## src/rtl/sstx_pkg.sv

```systemverilog
package sstx_pkg;
  typedef enum logic [1:0] {
    FMT_LEFT     = 2'd0,
    FMT_LEFT_DLY = 2'd1,
    FMT_OFFSET   = 2'd2,
    FMT_WCLK     = 2'd3
  } fmt_e;
endpackage

```

## src/rtl/sstx_edge_sense.sv

```systemverilog
// Registers the external clocks into the system domain and flags the
// selected bit clock edge.
module sstx_edge_sense (
  input  logic clk,
  input  logic rst,
  input  logic bclk_in,
  input  logic lrck_in,
  input  logic wck_in,
  input  logic drive_fall,
  output logic drv_edge,
  output logic lr_s,
  output logic wck_s
);
  logic bclk_q, bclk_qq;

  always_ff @(posedge clk) begin
    if (rst) begin
      bclk_q  <= 1'b0;
      bclk_qq <= 1'b0;
      lr_s    <= 1'b0;
      wck_s   <= 1'b0;
    end else begin
      bclk_q  <= bclk_in;
      bclk_qq <= bclk_q;
      lr_s    <= lrck_in;
      wck_s   <= wck_in;
    end
  end

  assign drv_edge = drive_fall ? (bclk_qq & ~bclk_q) : (bclk_q & ~bclk_qq);
endmodule

```

## src/rtl/sstx_frame_timer.sv

```systemverilog
// Finds half-frame boundaries, counts drive edges since the boundary and
// says when the word of the selected format starts.
module sstx_frame_timer
  import sstx_pkg::*;
#(
  parameter int CNT_W  = 7,
  parameter int OFFSET = 16
) (
  input  logic clk,
  input  logic rst,
  input  fmt_e fmt,
  input  logic drv_edge,
  input  logic lr_s,
  input  logic wck_s,
  output logic boundary,
  output logic chan_now,
  output logic left_start,
  output logic word_start
);
  localparam logic [CNT_W-1:0] CNT_MAX = {CNT_W{1'b1}};

  logic             lr_prev, wck_prev, chan_q;
  logic [CNT_W-1:0] bitpos, idx_now, start_idx;

  always_comb begin
    unique case (fmt)
      FMT_LEFT_DLY: start_idx = CNT_W'(1);
      FMT_OFFSET:   start_idx = CNT_W'(OFFSET);
      default:      start_idx = '0;
    endcase
  end

  assign boundary   = drv_edge & ((fmt == FMT_WCLK) ? (wck_s & ~wck_prev)
                                                    : (lr_s ^ lr_prev));
  assign idx_now    = boundary ? '0 : bitpos;
  assign chan_now   = boundary ? lr_s : chan_q;
  assign left_start = boundary & ~lr_s;
  assign word_start = drv_edge & (idx_now == start_idx);

  always_ff @(posedge clk) begin
    if (rst) begin
      lr_prev  <= 1'b0;
      wck_prev <= 1'b0;
      chan_q   <= 1'b0;
      bitpos   <= CNT_MAX;
    end else if (drv_edge) begin
      lr_prev  <= lr_s;
      wck_prev <= wck_s;
      chan_q   <= chan_now;
      bitpos   <= (idx_now == CNT_MAX) ? CNT_MAX : idx_now + 1'b1;
    end
  end
endmodule

```

## src/rtl/sstx_sample_hold.sv

```systemverilog
// One-entry holding register behind a ready/valid handshake. The pair in
// use is refreshed at each left half-frame start.
module sstx_sample_hold #(
  parameter int WORD_W = 24
) (
  input  logic              clk,
  input  logic              rst,
  input  logic              s_valid,
  output logic              s_ready,
  input  logic [WORD_W-1:0] s_left,
  input  logic [WORD_W-1:0] s_right,
  input  logic              left_start,
  output logic [WORD_W-1:0] eff_l,
  output logic [WORD_W-1:0] eff_r,
  output logic              underrun_flag
);
  logic              full;
  logic [WORD_W-1:0] hold_l, hold_r, cur_l, cur_r;
  logic              take;

  assign s_ready = ~full;
  assign take    = s_valid & ~full;
  // bypass so a word starting on the left-start edge sees the new pair
  assign eff_l   = (left_start & full) ? hold_l : cur_l;
  assign eff_r   = (left_start & full) ? hold_r : cur_r;

  always_ff @(posedge clk) begin
    if (rst) begin
      full          <= 1'b0;
      hold_l        <= '0;
      hold_r        <= '0;
      cur_l         <= '0;
      cur_r         <= '0;
      underrun_flag <= 1'b0;
    end else begin
      if (left_start) begin
        if (full) begin
          cur_l         <= hold_l;
          cur_r         <= hold_r;
          full          <= 1'b0;
          underrun_flag <= 1'b0;
        end else begin
          underrun_flag <= 1'b1;
        end
      end
      if (take) begin
        hold_l <= s_left;
        hold_r <= s_right;
        full   <= 1'b1;
      end
    end
  end
endmodule

```

## src/rtl/sstx_shifter.sv

```systemverilog
// Loads a word at its start edge and shifts it out MSB first.
module sstx_shifter #(
  parameter int WORD_W = 24
) (
  input  logic              clk,
  input  logic              rst,
  input  logic              drv_edge,
  input  logic              boundary,
  input  logic              word_start,
  input  logic              chan_now,
  input  logic              mute_req,
  input  logic [WORD_W-1:0] eff_l,
  input  logic [WORD_W-1:0] eff_r,
  output logic              sdata_out
);
  localparam int RW = $clog2(WORD_W + 1);

  logic [WORD_W-1:0] sh, word;
  logic [RW-1:0]     remain;

  assign word = mute_req ? '0 : (chan_now ? eff_r : eff_l);

  always_ff @(posedge clk) begin
    if (rst) begin
      sh        <= '0;
      remain    <= '0;
      sdata_out <= 1'b0;
    end else if (word_start) begin
      sdata_out <= word[WORD_W-1];
      sh        <= word << 1;
      remain    <= RW'(WORD_W - 1);
    end else if (drv_edge) begin
      if (boundary) begin
        sdata_out <= 1'b0;
        remain    <= '0;
      end else if (remain != '0) begin
        sdata_out <= sh[WORD_W-1];
        sh        <= sh << 1;
        remain    <= remain - 1'b1;
      end else begin
        sdata_out <= 1'b0;
      end
    end
  end
endmodule

```

## src/rtl/stereo_serial_tx.sv

```systemverilog
module stereo_serial_tx
  import sstx_pkg::*;
#(
  parameter int WORD_W = 24,
  parameter int OFFSET = 16
) (
  input  logic              clk,
  input  logic              rst,
  input  logic              bclk_in,
  input  logic              lrck_in,
  input  logic              wck_in,
  input  logic [1:0]        fmt_sel,
  input  logic              drive_fall,
  input  logic              mute_req,
  input  logic              s_valid,
  output logic              s_ready,
  input  logic [WORD_W-1:0] s_left,
  input  logic [WORD_W-1:0] s_right,
  output logic              sdata_out,
  output logic              underrun_flag
);
  localparam int CNT_W = $clog2(OFFSET + WORD_W) + 1;

  fmt_e              fmt;
  logic              drv_edge, lr_s, wck_s;
  logic              boundary, chan_now, left_start, word_start, word_load;
  logic [WORD_W-1:0] eff_l, eff_r;

  assign fmt       = fmt_e'(fmt_sel);
  assign word_load = word_start;

  sstx_edge_sense u_edge (
    .clk(clk), .rst(rst), .bclk_in(bclk_in), .lrck_in(lrck_in),
    .wck_in(wck_in), .drive_fall(drive_fall),
    .drv_edge(drv_edge), .lr_s(lr_s), .wck_s(wck_s)
  );

  sstx_frame_timer #(.CNT_W(CNT_W), .OFFSET(OFFSET)) u_timer (
    .clk(clk), .rst(rst), .fmt(fmt), .drv_edge(drv_edge), .lr_s(lr_s),
    .wck_s(wck_s), .boundary(boundary), .chan_now(chan_now),
    .left_start(left_start), .word_start(word_start)
  );

  sstx_sample_hold #(.WORD_W(WORD_W)) u_hold (
    .clk(clk), .rst(rst), .s_valid(s_valid), .s_ready(s_ready),
    .s_left(s_left), .s_right(s_right), .left_start(left_start),
    .eff_l(eff_l), .eff_r(eff_r), .underrun_flag(underrun_flag)
  );

  sstx_shifter #(.WORD_W(WORD_W)) u_shift (
    .clk(clk), .rst(rst), .drv_edge(drv_edge), .boundary(boundary),
    .word_start(word_start), .chan_now(chan_now), .mute_req(mute_req),
    .eff_l(eff_l), .eff_r(eff_r), .sdata_out(sdata_out)
  );
endmodule

```

## config.mk

```make
export PLATFORM = sky130hd
export DESIGN_NAME = stereo_serial_tx
export DESIGN_NICKNAME = d
export VERILOG_FILES = /design/src/rtl/sstx_pkg.sv /design/src/rtl/sstx_edge_sense.sv /design/src/rtl/sstx_frame_timer.sv /design/src/rtl/sstx_sample_hold.sv /design/src/rtl/sstx_shifter.sv /design/src/rtl/stereo_serial_tx.sv
export SDC_FILE = /design/constraint.sdc
export NUM_CORES = 1
export LEC_CHECK = 0
export BUFFER_PORTS_ARGS = -buffer_cell sky130_fd_sc_hd__buf_2
export CAP_MARGIN = 5
export CORE_AREA = 2 2 113 115
export DETAILED_ROUTE_END_ITERATION = 10
export DIE_AREA = 0 0 115 117
export GPL_TIMING_DRIVEN = 0
export HOLD_SLACK_MARGIN = 0.05
export PLACE_DENSITY = 0.71
export SYNTH_ARGS = -nofsm -noshare
export SYNTH_HDL_FRONTEND = slang
export SYNTH_SLANG_ARGS = --single-unit
```

## constraint.sdc

```tcl
create_clock -name clk -period 2.63 [get_ports clk]
set_input_delay 0.263 -clock clk [delete_from_list [all_inputs] [get_ports clk]]
set_output_delay 0.263 -clock clk [all_outputs]
set_load 0.03 [all_outputs]
```

==> impl_table.tex <==
\begin{tabular}{lr}
\hline
Metric & Value \\
\hline
\multicolumn{2}{l}{\textbf{Power}} \\
\quad Sequential group share of total power & 44.2\% \\
\quad P per Cell Area & 713 nW/um\^{}2 \\
\quad Internal power summed over all cells & 3830 uW \\
\quad Reported net switching power & 1280 uW \\
\quad Largest vdd supply drop & 0.547 mV \\
\quad Combinational fraction of design power & 9.9\% \\
\quad Lkg Pwr & 0.00270 uW \\
\quad Part of the total power dissipated in the clock network & 46.0\% \\
\quad Share of total power consumed by net switching & 25.0\% \\
\multicolumn{2}{l}{\textbf{Drt}} \\
\quad Total vias in the final route & 5,681 \\
\quad Via/cell ratio & 5.67 \\
\quad Number of iterations in the first detailed-routing pass & 6 \\
\quad Drt wl/cell & 16.2 um \\
\quad Final WL & 16,200 um \\
\quad Residual antenna-violating net count after detailed routing & 0 \\
\quad Violation count after the first detailed-route iteration & 512 \\
\quad DRC & 0 \\
\multicolumn{2}{l}{\textbf{Synth}} \\
\quad Syn\_nets & 822 \\
\quad Commonest register cell after synthesis & sky130\_fd\_sc\_hd\_\_dfxtp\_1 \\
\quad Biggest area consumer among synthesized cells & sky130\_fd\_sc\_hd\_\_dfxtp\_1 \\
\quad Unique cell type count in the Yosys netlist & 48 \\
\quad Area share of the leading cell type in the synthesized netlist & 46.9\% \\
\quad Leading cell types by total area after synthesis & sky130\_fd\_sc\_hd\_\_dfxtp\_1 (47\%), sky130\_fd\_sc\_hd\_\_nand2\_1 (13\%), sky130\_fd\_sc\_hd\_\_a21oi\_1 (11\%) \\
\quad Async set or reset register ratio after synthesis & 0\% \\
\quad Synth warn & 0 \\
\quad Cell Area, Synth & 6020 um\^{}2 \\
\quad Register bit count reported by yosys & 141 \\
\quad Number of synthesized flops with an enable pin & 0 \\
\quad Post-synthesis average cell area & 7.91 um\^{}2 \\
\quad Most frequent cell after synthesis & sky130\_fd\_sc\_hd\_\_nand2\_1 \\
\quad Cell count after synthesis & 761 \\
\quad Sequential-to-total area share from yosys stat & 46.9\% \\
\quad Commonest cells in the synthesized netlist & sky130\_fd\_sc\_hd\_\_nand2\_1 (207), sky130\_fd\_sc\_hd\_\_dfxtp\_1 (141), sky130\_fd\_sc\_hd\_\_a21oi\_1 (137), sky130\_fd\_sc\_hd\_\_clkbuf\_1 (50), sky130\_fd\_sc\_hd\_\_nand3\_1 (30) \\
\multicolumn{2}{l}{\textbf{Placed design}} \\
\quad Place WS & -0.425 ns \\
\quad Placed instance area & 6500 um\^{}2 \\
\quad Half-perimeter wire length after detailed placement & 11,500 um \\
\quad Weighted congestion at the end of routability-driven global placement & 0.890 \\
\quad IO Port Bufs & 59 \\
\quad Cell total after placement & 970 \\
\multicolumn{2}{l}{\textbf{Cells and area}} \\
\quad Share of final-layout standard cells stronger than drive strength 1 & 14.7\% \\
\quad Layout-stage area growth over the synthesis result & 19.2\% \\
\quad Layout net count & 901 \\
\quad Final Non-Filler Cells & 1,002 \\
\quad Ant. Diodes & 0 \\
\quad Final std cell area, no fill & 7170 um\^{}2 \\
\multicolumn{2}{l}{\textbf{Die}} \\
\quad Num ports & 61 \\
\quad Die X & 115 um \\
\quad Initial core utilization & 48.9\% \\
\quad Die footprint & 13,500 um\^{}2 \\
\quad Core Rows & 41 \\
\quad Overall die height & 117 um \\
\quad Area of the core & 12,300 um\^{}2 \\
\multicolumn{2}{l}{\textbf{Global route}} \\
\quad Via count of the first global-routing pass & 5,342 \\
\quad Global routing usage summed across all routing layers & 24.7\% \\
\quad Antenna violations before repair & 0 \\
\quad Global route total overflow & 0 \\
\quad First-pass GRT wire length & 25,800 um \\
\quad Pin count of the biggest net entering global routing & 17 \\
\multicolumn{2}{l}{\textbf{Timing}} \\
\quad Final worst clock skew & 0.00605 ns \\
\quad Setup WS post-layout & 0.118 ns \\
\quad Number of setup violations in the final report & 0 \\
\quad Slew at the pin closest to its max-slew limit & 0.634 ns \\
\quad Max Clock Freq & 0.398 GHz \\
\quad Tightest slew margin relative to the limit & 57.7\% \\
\quad Final max-slew violation count & 0 \\
\quad Post-layout min period & 2.51 ns \\
\quad Fin Setup TNS & 0 ns \\
\quad Endpoints failing hold & 0 \\
\quad Ratio of final minimum period to clock period & 95.5\% \\
\multicolumn{2}{l}{\textbf{CTS}} \\
\quad TritonCTS clock tree & built \\
\quad Clock latency reported for the late side of the worst-skew pair & 0.43 ns \\
\quad CTS Root Buffer Type & sky130\_fd\_sc\_hd\_\_clkbuf\_16 \\
\quad H-tree depth reported by CTS & 4 \\
\quad Clock Sinks & 141 \\
\quad Clk buf depth & 2 \\
\quad CTS Buf Count & 17 \\
\quad Clock input transition at the sequential cells of the worst setup and hold paths & 0.06 ns \\
\multicolumn{2}{l}{\textbf{Setup path}} \\
\quad Crit path buffers/inverters & 3 \\
\quad Kind of cell adding the most delay to the critical path & simple AND/OR/NAND/NOR gates \\
\quad Crit path max fanout & 10 \\
\quad Slowest library cell on the worst path & sky130\_fd\_sc\_hd\_\_or3b\_4 \\
\quad Critical-path cell list & or3b\_4, and2\_1, buf\_6, or3\_1, buf\_2, nor2\_2, buf\_4, a21oi\_1, a221oi\_1 \\
\quad CP endpoint kind & register \\
\quad Critical path's largest stage delay & 0.42 ns \\
\quad Critical Path Source Type & register \\
\quad Data arrival time of the worst path & 2.83 ns \\
\quad WP data required & 2.95 ns \\
\quad Critical Setup Path Class & reg -> reg \\
\multicolumn{2}{l}{\textbf{Min path}} \\
\quad Hold crit path type & in -> reg \\
\multicolumn{2}{l}{\textbf{Run}} \\
\quad Max-cap violations & 0 \\
\multicolumn{2}{l}{\textbf{Outcome}} \\
\quad Status & finished, final reports clean \\
\hline
\end{tabular}
==> power groups by stage <==
stage | clock network (uW) | logic, uW | registers, uW
2_1_floorplan | 0 | 320 | 2290
3_3_place_gp | 0 | 459 | 2300
3_5_place_dp | 0 | 473 | 2300
4_1_cts | 2370 | 481 | 2250
5_1_grt | 2490 | 559 | 2260
6_report | 2350 | 504 | 2260
==> area by class of cell <==
type	instances	area, um^2
flip-flops and latches	141	2820
inverters	5	18.8
well taps	150	188
repair buffers	60	305
plain buffers	63	278
multi-input cells	552	2970
clock inverters	11	118
fillers	1154	5140
clock buffers	20	467
==> repair_timing <==
action | 4_1_cts | 5_1_grt
hold endpoints to repair | 1 | 0
pin swaps | 0 | 1
resized for setup | 7 | 30
endpoints found under the setup margin | 30 | 42
setup buffers | 0 | 0
hold buffers | 1 | 0
==> cell families (layout without fill, tap and decap cells) <==
| kind of cell | Yosys count | in the layout | share of synthesized area, % |
|---|---|---|---|
| flops | 141 | 141 | 46.9 |
| mux | 21 | 21 | 3.49 |
| buf+inv | 68 | 159 | 4.62 |
| xor+xnor | 5 | 5 | 0.728 |
| simple gates | 298 | 298 | 21.8 |
| fa+ha+maj | 3 | 3 | 0.624 |
| compound gates | 225 | 225 | 21.9 |
==> metal layers <==
| layer | vias up | part of all wire [%] | global-route usage [%] | routed length (um) |
|---|---|---|---|---|
| met3 | 24 | 7.8 | 7.47 | 1270 |
| met4 | 0 | 1.8 | 9.96 | 295 |
| met5 | - | 0 | 0 | 0 |
| li1 | 2786 | - | - | - |
| met1 | 2663 | 44 | 31.5 | 7160 |
| met2 | 208 | 46 | 39.4 | 7470 |
==> path summary, 6_finish.rpt <==
kind	from	to	slack, ns	cells past startpoint
worst max-delay path	u_edge.bclk_q	u_shift.sh[3]	0.12	9
worst min-delay path	wck_in	u_edge.wck_s	0.06	2
worst max register to register	u_edge.bclk_q	u_shift.sh[3]	0.12	9
worst min register to register	u_hold.hold_r[17]	u_hold.cur_r[17]	0.45	2
==> flip-flops by register name, indices dropped and copies added (netlist names) <==
signal / count
u_edge.bclk_q: 1
u_edge.bclk_qq: 1
u_edge.lr_s: 1
u_edge.wck_s: 1
u_hold.cur_l: 24
u_hold.cur_r: 24
u_hold.full: 1
u_hold.hold_l: 24
u_hold.hold_r: 24
u_hold.underrun_flag: 1
u_shift.remain: 5
u_shift.sdata_out: 1
u_shift.sh: 23
u_timer.bitpos: 7
u_timer.chan_q: 1
u_timer.lr_prev: 1
u_timer.wck_prev: 1
==> per-stage QoR <==
step	hold WS, ns	power (uW)	util (%)
after floorplan	0.391	2610	-
after global placement	0.443	2760	52.8
after detailed placement	0.446	2770	52.8
after CTS	0.0572	5110	57.8
after global routing	0.0662	5310	58.2
final	0.0648	5110	58.2
==> placed cells by master (no fill, tap or decap), types with 6 or more instances in the layout <==
cell type / instances
sky130_fd_sc_hd__a21oi_1: 135
sky130_fd_sc_hd__nand2b_1: 6
sky130_fd_sc_hd__nand2_1: 206
sky130_fd_sc_hd__dfxtp_1: 141
sky130_fd_sc_hd__clkbuf_1: 37
sky130_fd_sc_hd__buf_2: 65
sky130_fd_sc_hd__nand3_1: 29
sky130_fd_sc_hd__a21o_1: 22
sky130_fd_sc_hd__clkbuf_2: 12
sky130_fd_sc_hd__nor3_1: 6
sky130_fd_sc_hd__clkbuf_16: 17
sky130_fd_sc_hd__mux2i_1: 21
sky130_fd_sc_hd__nor2_1: 12
sky130_fd_sc_hd__nor2b_1: 7
sky130_fd_sc_hd__o21ai_0: 24
sky130_fd_sc_hd__a221oi_1: 21
(Power assumes the default switching activity.)
